**config.mk**
```make
export PLATFORM = sky130hd
export DESIGN_NAME = dual_result_hash_helper
export DESIGN_NICKNAME = d
export VERILOG_FILES = /design/src/rtl/hx_pkg.sv /design/src/rtl/hx_operand_bank.sv /design/src/rtl/hx_sum3.sv /design/src/rtl/hx_xor_rotr.sv /design/src/rtl/hx_result_stage.sv /design/src/rtl/hx_read_mux.sv /design/src/rtl/dual_result_hash_helper.sv
export SDC_FILE = /design/constraint.sdc
export NUM_CORES = 1
export LEC_CHECK = 0
export BUFFER_PORTS_ARGS = -buffer_cell sky130_fd_sc_hd__buf_4
export CORE_MARGIN = 3
export CORE_UTILIZATION = 55
export CTS_CLUSTER_SIZE = 20
export DETAILED_ROUTE_END_ITERATION = 16
export PLACE_DENSITY = 0.74
export SLEW_MARGIN = 20
export SYNTH_ARGS = -nofsm -noshare
export SYNTH_HDL_FRONTEND = slang
export SYNTH_SLANG_ARGS = --single-unit
```
**constraint.sdc**
```tcl
create_clock -name clk -period 3.92 [get_ports clk]
set_input_delay 0.784 -clock clk [delete_from_list [all_inputs] [get_ports clk]]
set_output_delay 0.784 -clock clk [all_outputs]
set_load 0.02 [all_outputs]
```
**src/rtl/hx_pkg.sv**
```systemverilog
package hx_pkg;
    localparam int WORD_W  = 32;
    localparam int ROT_W   = $clog2(WORD_W);
    localparam int ADDR_W  = 3;
    localparam int NUM_OPS = 3;

    typedef logic [WORD_W-1:0] word_t;
    typedef logic [ROT_W-1:0]  rot_amt_t;
    typedef logic [ADDR_W-1:0] offs_t;

    typedef enum logic [ADDR_W-1:0] {
        OFF_OPA = 3'd0,
        OFF_OPB = 3'd1,
        OFF_OPC = 3'd2,
        OFF_SUM = 3'd4,
        OFF_ROT = 3'd5
    } reg_off_e;

    typedef struct packed {
        word_t a;
        word_t b;
        word_t c;
    } operands_t;

    typedef struct packed {
        word_t sum;
        word_t rot;
    } results_t;

    function automatic rot_amt_t amt_of(input word_t c);
        return c[ROT_W-1:0];
    endfunction
endpackage

```
**src/rtl/hx_operand_bank.sv**
```systemverilog
module hx_operand_bank
    import hx_pkg::*;
(
    input  logic      clk,
    input  logic      rst,
    input  logic      wr_en,
    input  offs_t     wr_addr,
    input  word_t     wr_data,
    output operands_t ops
);
    word_t op_r [NUM_OPS];

    for (genvar i = 0; i < NUM_OPS; i++) begin : g_op
        always_ff @(posedge clk) begin
            if (rst) begin
                op_r[i] <= '0;
            end else if (wr_en && (wr_addr == offs_t'(i))) begin
                op_r[i] <= wr_data;
            end
        end
    end

    assign ops.a = op_r[0];
    assign ops.b = op_r[1];
    assign ops.c = op_r[2];
endmodule

```
**src/rtl/hx_sum3.sv**
```systemverilog
module hx_sum3
    import hx_pkg::*;
(
    input  operands_t ops,
    output word_t     sum
);
    word_t partial;

    always_comb begin
        partial = ops.a + ops.b;
        sum     = partial + ops.c;
    end
endmodule

```
**src/rtl/hx_xor_rotr.sv**
```systemverilog
module hx_xor_rotr
    import hx_pkg::*;
(
    input  word_t    x,
    input  word_t    y,
    input  rot_amt_t amt,
    output word_t    z
);
    word_t stg [ROT_W+1];

    assign stg[0] = x ^ y;

    for (genvar s = 0; s < ROT_W; s++) begin : g_stage
        localparam int SH = 1 << s;
        assign stg[s+1] = amt[s] ? {stg[s][SH-1:0], stg[s][WORD_W-1:SH]}
                                 : stg[s];
    end

    assign z = stg[ROT_W];
endmodule

```
**src/rtl/hx_result_stage.sv**
```systemverilog
module hx_result_stage
    import hx_pkg::*;
#(
    parameter bit REGISTERED = 1'b1
) (
    input  logic     clk,
    input  logic     rst,
    input  results_t res_d,
    output results_t res_q
);
    if (REGISTERED) begin : g_reg
        results_t r;
        always_ff @(posedge clk) begin
            if (rst) r <= '0;
            else     r <= res_d;
        end
        assign res_q = r;
    end else begin : g_pass
        logic unused_clk;
        assign unused_clk = clk ^ rst;
        assign res_q = res_d;
    end
endmodule

```
**src/rtl/hx_read_mux.sv**
```systemverilog
module hx_read_mux
    import hx_pkg::*;
(
    input  offs_t     rd_addr,
    input  operands_t ops,
    input  results_t  res,
    output word_t     rd_data
);
    always_comb begin
        case (reg_off_e'(rd_addr))
            OFF_OPA: rd_data = ops.a;
            OFF_OPB: rd_data = ops.b;
            OFF_OPC: rd_data = ops.c;
            OFF_SUM: rd_data = res.sum;
            OFF_ROT: rd_data = res.rot;
            default: rd_data = '0;
        endcase
    end
endmodule

```
**src/rtl/dual_result_hash_helper.sv**
```systemverilog
module dual_result_hash_helper
    import hx_pkg::*;
#(
    parameter bit REG_RESULTS = 1'b1
) (
    input  logic              clk,
    input  logic              rst,
    input  logic              wr_en,
    input  logic [ADDR_W-1:0] wr_addr,
    input  logic [WORD_W-1:0] wr_data,
    input  logic [ADDR_W-1:0] rd_addr,
    output logic [WORD_W-1:0] rd_data
);
    operands_t ops_q;
    results_t  res_d;
    results_t  res_q;

    hx_operand_bank u_bank (
        .clk     (clk),
        .rst     (rst),
        .wr_en   (wr_en),
        .wr_addr (wr_addr),
        .wr_data (wr_data),
        .ops     (ops_q)
    );

    hx_sum3 u_sum (
        .ops (ops_q),
        .sum (res_d.sum)
    );

    hx_xor_rotr u_rot (
        .x   (ops_q.a),
        .y   (ops_q.b),
        .amt (amt_of(ops_q.c)),
        .z   (res_d.rot)
    );

    hx_result_stage #(.REGISTERED(REG_RESULTS)) u_stage (
        .clk   (clk),
        .rst   (rst),
        .res_d (res_d),
        .res_q (res_q)
    );

    hx_read_mux u_mux (
        .rd_addr (rd_addr),
        .ops     (ops_q),
        .res     (res_q),
        .rd_data (rd_data)
    );
endmodule

```
## Yosys cells after proc, flatten, opt, wreduce, memory -nomap -nowiden

Memory sizes are Yosys's and may differ from the RTL's.
Cells that the tools add are included.

| word-level totals | value |
|---|---|
| register bits after elaboration | 64 |
| memory bits (writable) | 96 |
| output and inout port bits | 32 |
| memories kept | 1 |

Memory list:

| memory | depth | bits a word | read ports | clocked after memory_dff | write ports | line | source |
|---|---|---|---|---|---|---|---|
| u_bank.op_r | 3 | 32 | 3 | 0 | 3 | hx_operand_bank.sv:11 | `word_t op_r [NUM_OPS];` |

| operators by class | value |
|---|---|
| add/sub/neg operators | 2 |
| equality and inequality tests | 6 |
| mux-type cells | 20 |
| bitwise logic cells | 4 |
| reduce and logical (&&, ||, !) cells | 5 |

Operator list:

| operator | number |
|---|---|
| two-way mux 32 bit | 8 |
| case mux 32 bit (5 select lines) | 1 |
| adder 32 bit | 2 |
| bitwise XOR 32 bit | 1 |
| two-way mux 1 bit | 11 |
| equality test 3 x 1 -> 1 bit, second input constant | 2 |
| equality test 3 x 2 -> 1 bit, second input constant | 2 |
| equality test 3 bit, second input constant | 2 |
| logical NOT 3 bit | 2 |
| logical AND 1 bit | 3 |
| OR 1 bit | 3 |

## Depth between registers and ports, before layout

Gate-level depths: netlist (run 1).

| logic depth | value |
|---|---|
| depth in word-level cells | 6 |
| gate-level depth with buffers | 13 |

## Modules after synthesis

From an unflattened synthesis (run 1), not the netlist that was laid out.

| second synthesis, totals | value |
|---|---|
| cell total of the unflattened synthesis | 1077 |
| area, all modules | 11591.1 um^2 |

Modules (own cells, without submodules):

| module | times used | cells each | area each (um^2) | sequential area each (um^2) |
|---|---|---|---|---|
| hx_operand_bank | 1 | 219 | 3682.3 | 2882.8 |
| hx_sum3 | 1 | 284 | 2332.2 | 0.0 |
| hx_xor_rotr | 1 | 286 | 2263.4 | 0.0 |
| hx_result_stage | 1 | 135 | 1918.1 | 1281.2 |
| hx_read_mux | 1 | 153 | 1395.1 | 0.0 |

## Worst setup path before layout (run 1)

OpenSTA, ideal clock, no wires.

| timing path | value |
|---|---|
| path type | reg-to-reg |
| start point | mem u_bank.op_r[2][0] (netlist bit) |
| end point | reg u_stage.g_reg.r, in the netlist u_stage.res_q[61] |
| setup time | 0.121 ns |
| data arrival time | 3.036 ns |
| data required time | 3.799 ns |
| slack | 0.764 ns |
| stages on the path, launching flop included | 13 |
| buffers on the path | 1 |
| clock period less this slack | 3.156 ns |
| path through | edfxtp_1 -> inv_2 -> buf_4 -> fa_1 -> inv_1 -> ha_1 -> fa_1 -> a21o_1 -> a221o_2 -> a31oi_4 -> o21ai_2 -> a31oi_1 -> mux2_2 |

RTL lines:

| element | line | source |
|---|---|---|
| start: declaration | hx_operand_bank.sv:11 |  |
| end signal: assignment | hx_result_stage.sv:15 | `else r <= res_d;` |
| end: declaration | hx_result_stage.sv:12 | `results_t r;` |

==> flow_metrics.env, run 1 <==
export IMPL_vias=7582
export IMPL_cts_tree="done"
export IMPL_drc_errors=0
export IMPL_post_synth_top_area_fraction=0.273
export IMPL_gpl_final_weighted_congestion=0.932
export IMPL_floorplan_io_pins=73
export IMPL_cts_max_level=4
export IMPL_p_per_area_nw_per_um2=487
export IMPL_cts_reportedPaths_clkPinSlew_ps=70
export IMPL_max_freq_ghz=0.297
export IMPL_top_cells_by_area_in_the_synthesized_netlist="sky130_fd_sc_hd__edfxtp_1, sky130_fd_sc_hd__dfxtp_1, sky130_fd_sc_hd__mux4_2, sky130_fd_sc_hd__fa_1, sky130_fd_sc_hd__and2_1"
export IMPL_placed_area_um2=11200
export IMPL_clk_root_buffer_cell="sky130_fd_sc_hd__clkbuf_16"
export IMPL_post_cts_setup_bufs=0
export IMPL_yosys_warnings=0
export IMPL_r2r_start="u_bank.op_r[1][1]"
export IMPL_timing_critical_path_required_ps=4240
export IMPL_synth_ff_latch_count=160
export IMPL_row_count=50
export IMPL_hold_path_depth=2
export IMPL_max_clock_path_buffers=2
export IMPL_grt_overflow_total=0
export IMPL_met2_demand_to_capacity_share_in_global_routing=0.450
export IMPL_grt_first_pass_wirelength_mm=42.0
export IMPL_cap_viol_max_count=0
export IMPL_global_route_usage_met3=0.0450
export IMPL_post_route_util=0.630
export IMPL_post_route_cells_drive_above_1_share=0.226
export IMPL_detailedRoute_firstIterationViolations=549
export IMPL_setup_reg_to_reg_worst_slack_ps=550
export IMPL_cts_buffers=17
export IMPL_multiInputGateArea_um2=5960
export IMPL_met1_capacity_usage_during_global_routing=0.357
export IMPL_worst_slew_pin_transition_ps=1030
export IMPL_nNetsFinal=1122
export IMPL_syn_to_final_growth_pct=12.1
export IMPL_clk_insertion_delay_late_ps=430
export IMPL_syn_avg_cell_area_um2=10.8
export IMPL_slew_limit_headroom=0.312
export IMPL_rsz_0062_raised_after_global_routing="no"
export IMPL_first_global_vias=7608
export IMPL_crit_path_start_kind="flip-flop"
export IMPL_reg2regPathDepth=9
export IMPL_pin_count_of_the_biggest_net_entering_global_routing=35
export IMPL_routed_via_density=5.99
export IMPL_time_the_final_worst_path_needs_with_i_o_delays_and_setup_ps=3370
export IMPL_fin_setup_tns_ps=0
export IMPL_antenna_found_initial=1
export IMPL_slew_violations=0
export IMPL_worst_hold_path_type="in -> reg"
export IMPL_cts_hold_buf=0
export IMPL_place_detailed_hpwl_mm=19.4
export IMPL_skew_final_ps=11.0
export IMPL_crit_arrival_ps=3690
export IMPL_insertedDiodeCount=0
export IMPL_synth_distinct_cells=70
export IMPL_r2r_end="u_stage.res_q[61]"
export IMPL_total_leakage_power_nw=4.68
export IMPL_hold_start="wr_data[19]"
export IMPL_synth_top_area_cell="sky130_fd_sc_hd__edfxtp_1"
export IMPL_worstSetupEndpointType="flip-flop"
export IMPL_hold_viol=0
export IMPL_postSynth_topFlopCell="sky130_fd_sc_hd__edfxtp_1"
export IMPL_hold_end="u_bank.op_r[2][19]"
export IMPL_grt_busiest_layer="met2"
export IMPL_ant_nets=0
export IMPL_fill_cells=1504
export IMPL_grt_total_usage=0.266
export IMPL_die_y_um=145
export IMPL_synthesis_area_um2=10600
export IMPL_totalWireLength_mm=27.0
export IMPL_synthCells=973
export IMPL_ys_seq_area_frac=0.395
export IMPL_netlist_top_cells_count="sky130_fd_sc_hd__and2_1, sky130_fd_sc_hd__edfxtp_1, sky130_fd_sc_hd__dfxtp_1, sky130_fd_sc_hd__nor2_1, sky130_fd_sc_hd__a21oi_1"
export IMPL_synth_enable_flop_cells=96
export IMPL_floorplan_die_area_um2=20900
export IMPL_timing_final_setup_violations=0
export IMPL_number_of_cells_upsized_or_downsized_after_cts=0
export IMPL_final_min_period_over_clock_period=0.860
export IMPL_crit_path_max_fanout=5
export IMPL_outcome="complete, no violations"
export IMPL_dominant_cell_by_count_in_the_synthesized_netlist="sky130_fd_sc_hd__and2_1"
export IMPL_postLayoutCellArea_um2=11800
export IMPL_initial_utilization=0.562
export IMPL_setup_worst_path_class="reg -> reg"
export IMPL_core_um2=18800
export IMPL_synthesis_nets=1076
export IMPL_place_port_buffers=72
export IMPL_area_sequential_um2=4160
export IMPL_chip_width_um=145
export IMPL_drt_wirelength_per_cell_um=21.3
export IMPL_drt_first_pass_iters=6
export IMPL_worst_ir_drop_vdd_uv=321
export IMPL_fin_total_pwr_mw=5.76
export IMPL_clock_sink_count=160
export IMPL_synthArstFlopShare=0
==> power by group <==
part / switching, mW / internal (mW) / total, mW / leakage (nW)
Sequential: 0.134 / 2.01 / 2.14 / 1.46
Combinational: 1.08 / 0.854 / 1.94 / 2.94
Clock: 0.738 / 0.944 / 1.68 / 0.272
==> through the flow <==
| stage | cells | hold slack, ps | setup slack (ps) |
|---|---|---|---|
| finish | 1266 | 640 | 547 |
| global route | 1266 | 634 | 443 |
| floorplan | 973 | 697 | 764 |
| CTS | 1265 | 631 | 533 |
| global placement | 1233 | 733 | 634 |
| detailed placement | 1233 | 758 | 535 |
==> metal layers <==
| metal | share of wire | up-vias |
|---|---|---|
| met4 | 0.018 | 2 |
| met2 | 0.50 | 195 |
| met5 | 0.00048 | - |
| li1 | - | 3582 |
| met3 | 0.039 | 34 |
| met1 | 0.44 | 3769 |
==> layout make-up <==
class                      instances  share of cell area
multi-input combinational        712               0.504
inverter                          43              0.0136
tap                              234              0.0248
clock buffer                      17              0.0360
clock inverter                    15              0.0135
sequential                       160               0.352
timing repair buffer              85              0.0556
==> flip-flops by register name, indices dropped and copies added, names as in the netlist <==
signal         flops
u_bank.op_r       96
u_stage.res_q     64
==> critical path, stage by stage (launching register included) <==
cell,delay (ps)
sky130_fd_sc_hd__edfxtp_1,450
sky130_fd_sc_hd__fa_1,480
sky130_fd_sc_hd__ha_1,230
sky130_fd_sc_hd__fa_1,480
sky130_fd_sc_hd__a21o_1,210
sky130_fd_sc_hd__a221o_2,440
sky130_fd_sc_hd__a31oi_4,270
sky130_fd_sc_hd__o21ai_2,140
sky130_fd_sc_hd__a31oi_1,210
sky130_fd_sc_hd__mux2_2,350
==> how the worst max path moves through the flow <==
stage | start | endpoint | slack, ps | depth (start not counted)
floorplan | u_bank.op_r[2][0] | u_stage.res_q[61] | 760 | 12
global placement | u_bank.op_r[1][1] | u_stage.res_q[61] | 630 | 9
detailed placement | u_bank.op_r[1][1] | u_stage.res_q[61] | 540 | 9
CTS | u_bank.op_r[1][1] | u_stage.res_q[61] | 530 | 9
global route | u_bank.op_r[1][1] | u_stage.res_q[61] | 440 | 9
finish | u_bank.op_r[1][1] | u_stage.res_q[61] | 550 | 9
==> layout by cell type (no fill, tap or decap), drive strengths merged, types with 5 or more instances in the layout <==
| cell | instances |
|---|---|
| and2 | 99 |
| edfxtp | 96 |
| buf | 85 |
| nor2 | 64 |
| dfxtp | 64 |
| a21oi | 63 |
| nand2 | 54 |
| mux2 | 53 |
| mux2i | 48 |
| inv | 46 |
| o21ai | 45 |
| xnor2 | 44 |
| mux4 | 32 |
| o22ai | 32 |
| fa | 32 |
| ha | 30 |
| clkbuf | 17 |
| a21o | 14 |
| nand3 | 10 |
| nor2b | 8 |
| xor2 | 8 |
| a31oi | 8 |
| and3 | 7 |
| a31o | 5 |
| nand2b | 5 |
| nand4 | 5 |
| o21a | 5 |
| clkinvlp | 5 |
| clkinv | 5 |
==> cell families (layout without fill, tap and decap cells) <==
family,count (synthesis),in the layout,synth area share
DFF,160,160,0.395
muxes,133,133,0.171
buffers and inverters,101,160,0.0424
xor gates and xnor gates,52,52,0.0432
adders and majority gates,62,62,0.0963
AOI/OAI and AO/OA,194,194,0.117
and+or+nand+nor,271,271,0.136
Note: power is estimated with default switching activity, not from simulation.
==> run 2: changes to the inputs <==
- clock period: 3.92 -> 3.97 ns (I/O delays scaled with it)
==> run 2 against run 1 <==
Net effect: sequential share of layout area grew 0.27 points; maximum frequency is essentially flat; final cell count shrank 0.24%; power shrank 3.9%; count of clock-buffer cells in the layout grew 5; non-clock buffer count shrank 1.
==> flow_metrics.env, run 2 (same netlist as run 1, synthesis figures left out) <==
export IMPL_syn_to_final_growth_pct=11.2
export IMPL_final_cell_mix="sky130_fd_sc_hd__and2_1, sky130_fd_sc_hd__edfxtp_1, sky130_fd_sc_hd__buf_4"
export IMPL_initial_utilization=0.562
export IMPL_skew_final_ps=10.2
export IMPL_cts_reportedPaths_clkPinSlew_ps=70
export IMPL_die_y_um=145
export IMPL_clk_root_buffer_cell="sky130_fd_sc_hd__clkbuf_16"
export IMPL_fin_total_pwr_mw=5.54
export IMPL_ant_nets=0
export IMPL_drc_errors=0
export IMPL_antenna_found_initial=1
export IMPL_place_port_buffers=72
export IMPL_cts_tree="done"
export IMPL_time_the_final_worst_path_needs_with_i_o_delays_and_setup_ps=3370
export IMPL_place_ws_ps=602
export IMPL_total_leakage_power_nw=4.64
export IMPL_grt_overflow_total=0
export IMPL_crit_path_start_kind="flip-flop"
export IMPL_max_clock_path_buffers=2
export IMPL_totalWireLength_mm=26.3
export IMPL_cts_max_level=4
export IMPL_detailedRoute_firstIterationViolations=587
export IMPL_clk_insertion_delay_late_ps=430
export IMPL_crit_path_max_fanout=5
export IMPL_post_route_worst_setup_slack_ps=598
export IMPL_drt_first_pass_iters=5
export IMPL_post_route_cells_drive_above_1_share=0.217
export IMPL_hold_viol=0
export IMPL_chip_width_um=145
export IMPL_postLayoutCellArea_um2=11700
export IMPL_cts_hold_buf=0
export IMPL_gpl_final_weighted_congestion=0.955
export IMPL_worst_slew_pin_transition_ps=1060
export IMPL_drt_wirelength_per_cell_um=20.9
export IMPL_rsz_0062_raised_after_global_routing="no"
export IMPL_timing_final_setup_violations=0
export IMPL_floorplan_die_area_um2=20900
export IMPL_grt_first_pass_wirelength_mm=41.4
export IMPL_row_count=50
export IMPL_pin_count_of_the_biggest_net_entering_global_routing=48
export IMPL_cts_buffers=17
export IMPL_crit_arrival_ps=3690
export IMPL_placed_area_um2=11200
export IMPL_p_per_area_nw_per_um2=472
export IMPL_max_freq_ghz=0.297
export IMPL_worst_hold_path_type="in -> reg"
export IMPL_slew_violations=0
export IMPL_vias=7415
export IMPL_grt_total_usage=0.261
export IMPL_number_of_cells_upsized_or_downsized_after_cts=0
export IMPL_first_global_vias=7524
export IMPL_post_cts_setup_bufs=0
export IMPL_fill_cells=1536
export IMPL_final_min_period_over_clock_period=0.849
export IMPL_cap_viol_max_count=0
export IMPL_insertedDiodeCount=0
export IMPL_largest_register_ffs=96
export IMPL_floorplan_io_pins=73
export IMPL_clock_sink_count=160
export IMPL_largest_register="u_bank.op_r"
export IMPL_slew_limit_headroom=0.294
export IMPL_setup_worst_path_class="reg -> reg"
export IMPL_core_um2=18800
export IMPL_nNetsFinal=1121
export IMPL_timing_critical_path_required_ps=4280
export IMPL_routed_via_density=5.87
export IMPL_worstSetupEndpointType="flip-flop"
export IMPL_fin_setup_tns_ps=0
export IMPL_worst_ir_drop_vdd_uv=321
export IMPL_layout_commonest_cell="sky130_fd_sc_hd__and2_1"
export IMPL_finalHoldWorstSlack_ps=657
export IMPL_outcome="complete, no violations"
export IMPL_place_detailed_hpwl_mm=19.0
[run 2: metrics by stage]
stage          instances   util
5_1_grt             1263  0.625
2_1_floorplan        973      -
6_report            1263  0.625
3_3_place_gp        1233  0.597
4_1_cts             1263  0.625
3_5_place_dp        1233  0.597
[run 2: where the power goes]
group / leakage [nW] / switching [mW] / internal, mW
clock network: 0.245 / 0.652 / 0.864
registers: 1.46 / 0.130 / 1.99
logic: 2.93 / 1.06 / 0.840
total: 4.64 / 1.85 / 3.69
[run 2: critical path, stage by stage (launching register included)]
cell and delay, ps:
sky130_fd_sc_hd__edfxtp_1 440, sky130_fd_sc_hd__fa_1 480, sky130_fd_sc_hd__ha_1 230, sky130_fd_sc_hd__fa_1 500, sky130_fd_sc_hd__a21o_1 220, sky130_fd_sc_hd__a221o_2 440, sky130_fd_sc_hd__a31oi_4 260, sky130_fd_sc_hd__o21ai_2 130
sky130_fd_sc_hd__a31oi_1 210, sky130_fd_sc_hd__mux2_2 350
[run 2: path summary, 6_finish.rpt]
kind / start / cells after the start / endpoint / slack (ps)
setup / recovery: u_bank.op_r[1][1] / 9 / u_stage.res_q[61] / 600
hold / removal: wr_data[22] / 2 / u_bank.op_r[0][22] / 660
setup reg to reg: u_bank.op_r[1][1] / 9 / u_stage.res_q[61] / 600
hold reg to reg: u_bank.op_r[1][0] / 3 / u_stage.res_q[32] / 760
[run 2: layout make-up]
cell class | instances | area, um^2 | area share
Multi-Input combinational cell | 712 | 5960 | 0.508
Tap cell | 234 | 293 | 0.0249
Timing Repair Buffer | 84 | 631 | 0.0537
Sequential cell | 160 | 4160 | 0.355
Clock buffer | 22 | 454 | 0.0387
Clock inverter | 8 | 68.8 | 0.00586
Inverter | 43 | 161 | 0.0138
[run 2: per-layer routing]
layer  vias to the layer above  wire, um  global-route usage
met2                       193     12900               0.436
met4                         0       405              0.0604
met3                        26      1220              0.0407
met5                         -         0                   0
li1                       3573         -                   -
met1                      3623     11900               0.363
==> run 3: changes to the inputs <==
- ABC_AREA: unset -> 1
- PLACE_DENSITY: 0.74 -> 0.73
- clock period: 3.97 -> 3.2 ns (I/O delays scaled with it)
==> run 3 against run 2 <==
Net effect: first-iteration DRC count is 91% higher; power rose by 25%; routed wire length is 42% higher; sequential power up 22%.
==> flow_metrics.env, run 3 <==
export IMPL_time_the_final_worst_path_needs_with_i_o_delays_and_setup_ps=2790
export IMPL_p_per_area_nw_per_um2=539
export IMPL_synthesis_area_um2=11500
export IMPL_die_y_um=151
export IMPL_postSynth_topFlopCell="sky130_fd_sc_hd__edfxtp_1"
export IMPL_crit_path_start_kind="flip-flop"
export IMPL_setup_reg_to_reg_worst_slack_ps=410
export IMPL_totalWireLength_mm=37.5
export IMPL_cap_viol_max_count=0
export IMPL_crit_path_max_fanout=4
export IMPL_post_route_worst_setup_slack_ps=413
export IMPL_cts_tree="done"
export IMPL_floorplan_die_area_um2=22700
export IMPL_grt_overflow_total=0
export IMPL_drc_errors=0
export IMPL_hold_viol=0
export IMPL_crit_arrival_ps=3110
export IMPL_final_min_period_over_clock_period=0.871
export IMPL_worstSetupStartpoint="u_bank.op_r[1][1]"
export IMPL_clk_root_buffer_cell="sky130_fd_sc_hd__clkbuf_16"
export IMPL_fin_setup_tns_ps=0
export IMPL_drt_first_pass_iters=7
export IMPL_ys_seq_area_frac=0.363
export IMPL_routed_via_density=5.60
export IMPL_chip_width_um=151
export IMPL_worstSetupEndpointType="flip-flop"
export IMPL_cp_endpoint="u_stage.res_q[51]"
export IMPL_outcome="complete, no violations"
export IMPL_reg2regPathDepth=13
export IMPL_nNetsFinal=1787
export IMPL_floorplan_io_pins=73
export IMPL_cts_reportedPaths_clkPinSlew_ps=70
export IMPL_slew_limit_headroom=0.527
export IMPL_place_port_buffers=72
export IMPL_core_um2=20400
export IMPL_r2r_start="u_bank.op_r[1][1]"
export IMPL_placed_area_um2=12300
export IMPL_area_sequential_um2=4160
export IMPL_synth_ff_latch_count=160
export IMPL_initial_utilization=0.564
export IMPL_syn_avg_cell_area_um2=7.03
export IMPL_r2r_end="u_stage.res_q[51]"
export IMPL_clock_sink_count=160
export IMPL_first_global_vias=10500
export IMPL_largest_register_ffs=96
export IMPL_rsz_0062_raised_after_global_routing="no"
export IMPL_grt_first_pass_wirelength_mm=58.2
export IMPL_synth_enable_flop_cells=96
export IMPL_drt_wirelength_per_cell_um=19.1
export IMPL_setup_worst_path_class="reg -> reg"
export IMPL_fill_cells=1937
export IMPL_grt_total_usage=0.339
export IMPL_cts_hold_buf=0
export IMPL_ant_nets=0
export IMPL_clk_insertion_delay_late_ps=440
export IMPL_final_cell_mix="sky130_fd_sc_hd__nand2_1, sky130_fd_sc_hd__nand3_1, sky130_fd_sc_hd__inv_1"
export IMPL_timing_critical_path_required_ps=3520
export IMPL_post_cts_setup_bufs=0
export IMPL_syn_to_final_growth_pct=11.6
export IMPL_insertedDiodeCount=0
export IMPL_total_leakage_power_nw=6.13
export IMPL_cts_buffers=17
export IMPL_synth_distinct_cells=32
export IMPL_detailedRoute_firstIterationViolations=1123
export IMPL_worst_ir_drop_vdd_uv=383
export IMPL_layout_commonest_cell="sky130_fd_sc_hd__nand2_1"
export IMPL_post_route_cells_drive_above_1_share=0.101
export IMPL_number_of_cells_upsized_or_downsized_after_cts=0
export IMPL_vias=11000
export IMPL_max_clock_path_buffers=2
export IMPL_antenna_found_initial=0
export IMPL_largest_register="u_bank.op_r"
export IMPL_skew_final_ps=11.7
export IMPL_synthesis_nets=1738
export IMPL_synthCells=1635
export IMPL_pin_count_of_the_biggest_net_entering_global_routing=43
export IMPL_worst_slew_pin_transition_ps=708
export IMPL_multiInputGateArea_um2=6120
export IMPL_worst_hold_path_type="in -> reg"
export IMPL_slew_violations=0
export IMPL_place_ws_ps=466
export IMPL_place_detailed_hpwl_mm=28.1
export IMPL_post_synth_top_area_fraction=0.251
export IMPL_netlist_top_cells_count="sky130_fd_sc_hd__nand2_1, sky130_fd_sc_hd__nand3_1, sky130_fd_sc_hd__inv_1"
export IMPL_cts_max_level=4
export IMPL_synthArstFlopShare=0
export IMPL_dominant_cell_by_count_in_the_synthesized_netlist="sky130_fd_sc_hd__nand2_1"
export IMPL_gpl_final_weighted_congestion=0.995
export IMPL_row_count=52
export IMPL_max_freq_ghz=0.359
export IMPL_postLayoutCellArea_um2=12800
export IMPL_yosys_warnings=0
export IMPL_synth_top_area_cell="sky130_fd_sc_hd__edfxtp_1"
export IMPL_timing_final_setup_violations=0
export IMPL_top_cells_by_area_in_the_synthesized_netlist="sky130_fd_sc_hd__edfxtp_1, sky130_fd_sc_hd__nand3_1, sky130_fd_sc_hd__nand2_1, sky130_fd_sc_hd__dfxtp_1, sky130_fd_sc_hd__inv_1"
-- run 3: cell count changes after synthesis, moves of 26 or more --
cell                      delta
sky130_fd_sc_hd__nor2_1    +163
sky130_fd_sc_hd__inv_1     +186
sky130_fd_sc_hd__nand3_2    +32
sky130_fd_sc_hd__xnor2_1    -43
sky130_fd_sc_hd__mux2i_1    -48
sky130_fd_sc_hd__nand2_1   +326
sky130_fd_sc_hd__o22ai_1    -32
sky130_fd_sc_hd__buf_2      +26
sky130_fd_sc_hd__nand3_1   +303
sky130_fd_sc_hd__mux2_2     -51
sky130_fd_sc_hd__and2_1     -96
sky130_fd_sc_hd__mux4_2     -32
sky130_fd_sc_hd__nand4_1    +30
-- run 3: kinds of logic after synthesis --
kind of cell,count (synthesis),synth area share
flip-flops,160,0.363
adder cells (fa/ha/maj),62,0.0885
buffers and inverters,300,0.106
AO/OA/AOI/OAI,117,0.0540
XOR/XNOR,2,0.00153
AND/OR/NAND/NOR,994,0.387
-- run 3: layout make-up --
| cell class | instances | area share |
|---|---|---|
| multi-input combinational | 1175 | 0.477 |
| sequential | 160 | 0.325 |
| inverter | 231 | 0.0681 |
| timing repair buffer | 99 | 0.0599 |
| clock buffer | 19 | 0.0338 |
| tap | 270 | 0.0263 |
| clock inverter | 13 | 0.00995 |
-- run 3: worst min path at each step --
stage / start / to / slack, ps / cells past startpoint
final: rst / u_stage.res_q[33] / 450 / 2
after global routing: rst / u_stage.res_q[33] / 460 / 2
after CTS: rst / u_stage.res_q[33] / 430 / 2
after detailed placement: u_bank.op_r[0][0] / u_stage.res_q[32] / 760 / 3
after global placement: u_bank.op_r[0][0] / u_stage.res_q[32] / 740 / 3
after floorplan: u_bank.op_r[2][4] / u_stage.res_q[0] / 690 / 4
-- run 3: power breakdown --
part	switching (mW)	total [mW]	leakage, nW	internal, mW
logic	1.57	2.33	4.40	0.758
clock network	0.925	2.01	0.267	1.09
registers	0.146	2.58	1.46	2.43
total	2.64	6.91	6.13	4.27
-- run 3: layer usage --
metal	share of wire	wire length, um	GRT usage
met1	0.45	16900	0.488
met2	0.45	16800	0.524
met3	0.084	3150	0.0683
met4	0.019	718	0.0878
met5	0	0	0
-- run 3: critical path: stages, from the launching register on --
cell and delay, ps:
sky130_fd_sc_hd__edfxtp_1 440, sky130_fd_sc_hd__fa_1 490, sky130_fd_sc_hd__ha_1 260, sky130_fd_sc_hd__fa_1 470, sky130_fd_sc_hd__nand2_1 190, sky130_fd_sc_hd__nand3_1 100
sky130_fd_sc_hd__nand3_1 80, sky130_fd_sc_hd__nand2_1 110, sky130_fd_sc_hd__nand2_1 80, sky130_fd_sc_hd__nand2_1 90, sky130_fd_sc_hd__nand2_1 90, sky130_fd_sc_hd__nand2_1 40
sky130_fd_sc_hd__o21ai_0 160, sky130_fd_sc_hd__nor2_1 70
-- run 3: per-stage QoR --
step / instances / util / hold WS (ps) / total power [mW]
5_1_grt: 1967 / 0.630 / 459 / 7.28
4_1_cts: 1967 / 0.630 / 430 / 6.87
3_5_place_dp: 1935 / 0.602 / 763 / 4.88
2_1_floorplan: 1635 / - / 691 / 4.12
6_report: 1967 / 0.630 / 448 / 6.91
3_3_place_gp: 1935 / 0.602 / 744 / 4.86
